===== config.mk =====
export PLATFORM = sky130hd
export DESIGN_NAME = ecc_symbol_fixer
export DESIGN_NICKNAME = d
export VERILOG_FILES = /design/src/rtl/ecc_fix_pkg.sv /design/src/rtl/sym_map.sv /design/src/rtl/rmw_seq.sv /design/src/rtl/fail_tally.sv /design/src/rtl/ecc_symbol_fixer.sv
export SDC_FILE = /design/constraint.sdc
export NUM_CORES = 1
export LEC_CHECK = 0
export CAP_MARGIN = 30
export CORE_MARGIN = 1.5
export CORE_UTILIZATION = 40
export CTS_CLUSTER_DIAMETER = 40
export CTS_CLUSTER_SIZE = 25
export DETAILED_ROUTE_END_ITERATION = 6
export PLACE_DENSITY = 0.76
export REMOVE_ABC_BUFFERS = 1
export SYNTH_ARGS = -nofsm -noshare
export SYNTH_HDL_FRONTEND = slang
export SYNTH_SLANG_ARGS = --single-unit

===== constraint.sdc =====
create_clock -name clk -period 4.05 [get_ports clk]
set_input_delay 0.6075 -clock clk [delete_from_list [all_inputs] [get_ports clk]]
set_output_delay 0.6075 -clock clk [all_outputs]
set_load 0.005 [all_outputs]

===== src/rtl/ecc_fix_pkg.sv =====
package ecc_fix_pkg;

    localparam int SYM_BITS = 12;

    typedef logic [7:0]          byte_t;
    typedef logic [SYM_BITS-1:0] sym_t;

    // Masks for the one or two bytes a symbol overlaps.
    // back: first byte sits one below floor(3p/2) (even, nonzero index).
    typedef struct packed {
        logic  pair;
        logic  back;
        byte_t m0;
        byte_t m1;
    } mask_plan_t;

    typedef enum logic [2:0] {
        ST_IDLE,
        ST_RD_A,
        ST_WR_A,
        ST_RD_B,
        ST_WR_B
    } seq_state_e;

    function automatic mask_plan_t split_pattern(input logic is_zero,
                                                 input logic is_odd,
                                                 input sym_t pat);
        mask_plan_t mp;
        mp = '0;
        if (is_zero) begin
            mp.pair = 1'b0;
            mp.back = 1'b0;
            mp.m0   = pat[7:0];
            mp.m1   = 8'h00;
        end else if (is_odd) begin
            mp.pair = 1'b1;
            mp.back = 1'b0;
            mp.m0   = pat[11:4];
            mp.m1   = {pat[3:0], 4'h0};
        end else begin
            mp.pair = 1'b1;
            mp.back = 1'b1;
            mp.m0   = {4'h0, pat[11:8]};
            mp.m1   = pat[7:0];
        end
        return mp;
    endfunction

endpackage


===== src/rtl/sym_map.sv =====
module sym_map
    import ecc_fix_pkg::*;
#(
    parameter int SYM_COUNT = 1408,
    parameter int SYM_IDX_W = 11,
    parameter int ADDR_W    = 12
) (
    input  logic [SYM_IDX_W-1:0] pos,
    input  sym_t                 pat,
    output logic                 in_range,
    output logic [ADDR_W-1:0]    first_addr,
    output mask_plan_t           plan
);
    localparam int PROD_W = SYM_IDX_W + 2;

    logic [PROD_W-1:0] tri3;
    logic [PROD_W-1:0] half;

    always_comb begin
        tri3       = {2'b00, pos} + {1'b0, pos, 1'b0};
        half       = tri3 >> 1;
        plan       = split_pattern(pos == '0, pos[0], pat);
        first_addr = ADDR_W'(half - PROD_W'(plan.back));
        in_range   = (int'(pos) < SYM_COUNT);
    end

endmodule


===== src/rtl/rmw_seq.sv =====
module rmw_seq
    import ecc_fix_pkg::*;
#(
    parameter int ADDR_W = 12
) (
    input  logic              clk,
    input  logic              rst,
    input  logic              start,
    input  logic [ADDR_W-1:0] first_addr,
    input  mask_plan_t        plan,
    input  logic              kill,
    input  byte_t             buf_rdata,
    output logic              idle,
    output logic              buf_rd,
    output logic              buf_wr,
    output logic [ADDR_W-1:0] buf_addr,
    output byte_t             buf_wdata,
    output logic              done
);
    seq_state_e        state, state_nx;
    logic [ADDR_W-1:0] addr_q;
    mask_plan_t        plan_q;
    logic              second_half;

    always_comb begin
        second_half = (state == ST_RD_B) || (state == ST_WR_B);
        idle        = (state == ST_IDLE);
        buf_addr    = second_half ? addr_q + ADDR_W'(1) : addr_q;
        buf_rd      = ((state == ST_RD_A) || (state == ST_RD_B)) && !kill;
        buf_wr      = ((state == ST_WR_A) || (state == ST_WR_B)) && !kill;
        buf_wdata   = buf_rdata ^ (second_half ? plan_q.m1 : plan_q.m0);
        done        = buf_wr && ((state == ST_WR_B) ||
                                 ((state == ST_WR_A) && !plan_q.pair));
    end

    always_comb begin
        state_nx = state;
        if (state == ST_IDLE) begin
            if (start) state_nx = ST_RD_A;
        end else if (kill) begin
            state_nx = ST_IDLE;
        end else begin
            unique case (state)
                ST_RD_A: state_nx = ST_WR_A;
                ST_WR_A: state_nx = plan_q.pair ? ST_RD_B : ST_IDLE;
                ST_RD_B: state_nx = ST_WR_B;
                ST_WR_B: state_nx = ST_IDLE;
                default: state_nx = ST_IDLE;
            endcase
        end
    end

    always_ff @(posedge clk) begin
        if (rst) begin
            state  <= ST_IDLE;
            addr_q <= '0;
            plan_q <= '0;
        end else begin
            state <= state_nx;
            if (idle && start) begin
                addr_q <= first_addr;
                plan_q <= plan;
            end
        end
    end

    // a write always lands one cycle after a read of the same byte
    assert_wr_after_rd_R5: assert property (@(posedge clk) disable iff (rst)
        buf_wr |-> ($past(buf_rd) && (buf_addr == $past(buf_addr))));

    // read and write strobes never overlap
    assert_rd_wr_excl_R5: assert property (@(posedge clk) disable iff (rst)
        !(buf_rd && buf_wr));

endmodule


===== src/rtl/fail_tally.sv =====
module fail_tally #(
    parameter int MAX_ERR = 4,
    parameter int CNT_W   = 3
) (
    input  logic             clk,
    input  logic             rst,
    input  logic             clear,
    input  logic             inc,
    input  logic             set_fail,
    output logic [CNT_W-1:0] count,
    output logic             full,
    output logic             failed
);
    always_comb full = (count == CNT_W'(MAX_ERR));

    always_ff @(posedge clk) begin
        if (rst) begin
            count  <= '0;
            failed <= 1'b0;
        end else begin
            failed <= set_fail || (failed && !clear);
            if (clear)             count <= '0;
            else if (inc && !full) count <= count + CNT_W'(1);
        end
    end

    // count stays within the per-page limit
    assert_no_overflow_R7: assert property (@(posedge clk) disable iff (rst)
        int'(count) <= MAX_ERR);

    // outside a clear the count moves by at most one
    assert_step_one_R7: assert property (@(posedge clk) disable iff (rst)
        !$past(clear) |-> ((count == $past(count)) ||
                           (count == $past(count) + CNT_W'(1))));

endmodule


===== src/rtl/ecc_symbol_fixer.sv =====
module ecc_symbol_fixer
    import ecc_fix_pkg::*;
#(
    parameter  int PAGE_BYTES  = 2048,
    parameter  int SPARE_BYTES = 64,
    parameter  int MAX_ERR     = 4,
    localparam int BUF_BYTES   = PAGE_BYTES + SPARE_BYTES,
    localparam int ADDR_W      = $clog2(BUF_BYTES),
    localparam int SYM_COUNT   = (BUF_BYTES * 8) / SYM_BITS,
    localparam int SYM_IDX_W   = $clog2(SYM_COUNT + 1),
    localparam int CNT_W       = $clog2(MAX_ERR + 1)
) (
    input  logic                 clk,
    input  logic                 rst,
    input  logic                 new_page,
    input  logic                 page_fail,
    input  logic                 req_valid,
    output logic                 req_ready,
    input  logic [SYM_IDX_W-1:0] req_pos,
    input  logic [SYM_BITS-1:0]  req_pat,
    output logic                 buf_rd,
    output logic                 buf_wr,
    output logic [ADDR_W-1:0]    buf_addr,
    output logic [7:0]           buf_wdata,
    input  logic [7:0]           buf_rdata,
    output logic [CNT_W-1:0]     corr_count,
    output logic                 uncorrectable
);
    logic              in_range;
    logic [ADDR_W-1:0] first_addr;
    mask_plan_t        plan;
    logic              accept, drop, start, kill, done, full, idle;

    sym_map #(
        .SYM_COUNT (SYM_COUNT),
        .SYM_IDX_W (SYM_IDX_W),
        .ADDR_W    (ADDR_W)
    ) u_map (
        .pos        (req_pos),
        .pat        (req_pat),
        .in_range   (in_range),
        .first_addr (first_addr),
        .plan       (plan)
    );

    always_comb begin
        req_ready = idle;
        accept    = req_valid && req_ready;
        drop      = uncorrectable || full || !in_range;
        start     = accept && !drop;
        kill      = uncorrectable || page_fail;
    end

    rmw_seq #(
        .ADDR_W (ADDR_W)
    ) u_seq (
        .clk        (clk),
        .rst        (rst),
        .start      (start),
        .first_addr (first_addr),
        .plan       (plan),
        .kill       (kill),
        .buf_rdata  (buf_rdata),
        .idle       (idle),
        .buf_rd     (buf_rd),
        .buf_wr     (buf_wr),
        .buf_addr   (buf_addr),
        .buf_wdata  (buf_wdata),
        .done       (done)
    );

    fail_tally #(
        .MAX_ERR (MAX_ERR),
        .CNT_W   (CNT_W)
    ) u_tally (
        .clk      (clk),
        .rst      (rst),
        .clear    (new_page),
        .inc      (done),
        .set_fail (page_fail),
        .count    (corr_count),
        .full     (full),
        .failed   (uncorrectable)
    );

    // a page marked beyond repair sees no buffer traffic
    assert_quiet_when_failed_R8: assert property (@(posedge clk) disable iff (rst)
        uncorrectable |-> (!buf_rd && !buf_wr));

    // a failure report blocks a write in the same cycle
    assert_fail_blocks_write_R9: assert property (@(posedge clk) disable iff (rst)
        page_fail |-> !buf_wr);

    // out-of-range symbols leave the engine ready
    assert_range_drop_R6: assert property (@(posedge clk) disable iff (rst)
        (req_valid && req_ready && !in_range) |=> req_ready);

    // every access stays inside the page-plus-spare space
    assert_addr_bound_R4: assert property (@(posedge clk) disable iff (rst)
        (buf_rd || buf_wr) |-> (int'(buf_addr) < BUF_BYTES));

endmodule


==> impl_metrics.env <==
export IMPL_antenna_found_initial=0
export IMPL_globalRouteMet2Util_pct=29.6
export IMPL_outcome="finished clean"
export IMPL_cp_end_kind="flop"
export IMPL_ys_warnings_count=0
export IMPL_post_synth_top_area_cell="dfxtp_1"
export IMPL_final_common_cell="clkdlybuf4s50_1"
export IMPL_portBuffers=62
export IMPL_slew_headroom_pct=34.3
export IMPL_powerDensity_nw_per_um2=290
export IMPL_drv_cap=0
export IMPL_htree_levels=2
export IMPL_grt_ovfl_total=0
export IMPL_seqCellArea_sq_um=721
export IMPL_hp_class="flop to flop"
export IMPL_critPathRequiredTime_ns=4.24
export IMPL_viasPerCell=5.41
export IMPL_synth_top_area_share_pct=24.8
export IMPL_hold_buffers=0
export IMPL_diodes=0
export IMPL_skew_ns=0.00837
export IMPL_cts_buffers=5
export IMPL_rsz0062_at_grt="false"
export IMPL_utilization_pct=54.3
export IMPL_clock_tree_root_cell="clkbuf_8"
export IMPL_stdcell_count=518
export IMPL_first_global_vias=2522
export IMPL_hpwl_microns=5650
export IMPL_drt_pass1_iterations=4
export IMPL_area_growth_pct=28.9
export IMPL_ys_async_sr_fraction_pct=0
export IMPL_synth_edf_count=0
export IMPL_busiest_layer="met2"
export IMPL_cts_setup_buffers=0
export IMPL_multiInputGateArea_sq_um=2040
export IMPL_avgSynthCellArea_sq_um=8.02
export IMPL_grt_max_degree=29
export IMPL_nNetsFinal=480
export IMPL_synthCells=363
export IMPL_die_area_sq_um=7800
export IMPL_cts_sinks=36
export IMPL_dpl_cell_count=510
export IMPL_setup_violations=0
export IMPL_drc=0
export IMPL_stdcell_area_sq_um=3750
export IMPL_grt_usage_pct=18.9
export IMPL_grtUsageMet1_pct=25.7
export IMPL_crit_path_max_fanout=4
export IMPL_slew_violations=0
export IMPL_drt_wl_total_microns=7260
export IMPL_cellLeakagePower_nw=1.47
export IMPL_start_util_pct=42.1
export IMPL_io_pins=63
export IMPL_fp_dieH_microns=88.3
export IMPL_antenna_left=0
export IMPL_post_dp_cell_area_sq_um=3630
export IMPL_clk_insertion_delay_late_ns=0.30
export IMPL_final_setup_tns_ns=0
export IMPL_path_clk_slew_ns=0.07
export IMPL_start_kind="primary input"
export IMPL_routedWlPerCell_microns=14.0
export IMPL_core_area_sq_um=6910
export IMPL_drt_iter0_drc=120
export IMPL_tightest_slew_ns=0.982
export IMPL_clockBufferDepth=2
export IMPL_arrival_ns=3.40
export IMPL_max_vdd_ir_drop_mv=0.122
export IMPL_fill_cells=653
export IMPL_hold_viol=0
export IMPL_gp_congestion=0.855
export IMPL_path_class="primary input to flop"
export IMPL_tritoncts="built"
export IMPL_synth_seq_cells=36
export IMPL_yosys_top_cells_area="dfxtp_1, ha_1, mux2i_1"
export IMPL_ys_flop_type="dfxtp_1"
export IMPL_syn_area_sq_um=2910
export IMPL_cts_resized=0
export IMPL_vias=2803
export IMPL_ys_types=52
export IMPL_drive_gt1_share_pct=5.21
export IMPL_synth_seq_area_share_pct=24.8
export IMPL_fmax_ghz=0.312
export IMPL_fin_crit_sh_pct=79.2
export IMPL_globalRouteMet3Util_pct=3.45
export IMPL_final_cell_mix="clkdlybuf4s50_1, nor2_1, dfxtp_1"
export IMPL_grt_pass1_wl_microns=11700
export IMPL_die_w_microns=88.3
export IMPL_fp_row_count=30
export IMPL_min_period_ns=3.21
Yosys cell counts, drive strengths merged, types with 2 or more instances:
master	number
o21ai	13
nand4	4
mux2i	23
dfxtp	36
xnor2	26
nand3b	6
nand2	30
a21oi	17
xor2	7
inv	19
nor2b	2
nor2	42
and3	8
buf	4
o211ai	3
a211oi	19
ha	22
nor3	17
a21boi	2
nor4	2
o311ai	2
nand3	9
a21o	6
clkbuf	14
nand4b	2
nand2b	4
a22oi	6
nor3b	2
final timing paths:
path              cells after the start          endpoint  slack [ns]              from
setup / recovery                     10  u_seq.addr_q[10]        0.84        req_pos[0]
setup reg to reg                      8   u_seq.plan_q[2]        2.13  u_tally.count[0]
hold reg to reg                       2  u_seq.plan_q[10]        0.46  u_seq.plan_q[10]
hold / removal                        2  u_seq.plan_q[10]        0.46  u_seq.plan_q[10]
stage by stage:
stage	setup WS [ns]	hold WS, ns	power [mW]
2_1_floorplan	1.17	0.430	0.600
3_3_place_gp	0.637	0.443	0.736
3_5_place_dp	0.560	0.446	0.746
4_1_cts	0.852	0.456	1.09
5_1_grt	0.625	0.474	1.14
6_report	0.841	0.461	1.09
registers in the layout, indices dropped and copies added, names as in the netlist:
signal	flops
u_tally.failed	1
u_seq.plan_q	17
u_seq.addr_q	12
u_seq.state	3
u_tally.count	3
final cells by class:
class	instances	area share, %
timing repair buffer	69	17.9
clock buffer	7	2.57
tap	96	3.20
sequential	36	19.2
inverter	19	1.90
clock inverter	1	0.800
multi-input combinational	290	54.4
routing by layer:
metal	part of all wire, %	vias to the layer above
met1	46	1313
met5	0	-
met2	47	61
met3	4.7	16
li1	-	1413
met4	2.2	0
kinds of logic (layout without fill, tap and decap cells):
logic type,count (synthesis),after routing,share of synthesized area [%]
compound gates,78,78,19.8
xor+xnor,33,33,9.93
fa+ha+maj,23,23,10.1
buf+inv,37,96,5.12
flops,36,36,24.8
mux,24,24,8.30
simple gates,132,132,21.9
critical path, cell delays in order:
cell and delay [ns]:
clkdlybuf4s50_1 0.50, ha_1 0.29, fa_1 0.44, a21o_1 0.22, a21oi_1 0.32, nand2_1 0.21, a211oi_1 0.29, nand4b_1 0.15
xnor2_1 0.14, a211oi_1 0.22
report_power, final:
group | leakage [nW] | total [mW] | switching [mW] | internal, mW
Combinational | 1.11 | 0.342 | 0.169 | 0.173
Clock | 0.0645 | 0.348 | 0.130 | 0.217
Sequential | 0.294 | 0.398 | 0.0211 | 0.377
Total | 1.47 | 1.09 | 0.321 | 0.767
Note: power is estimated with default switching activity, not from simulation.
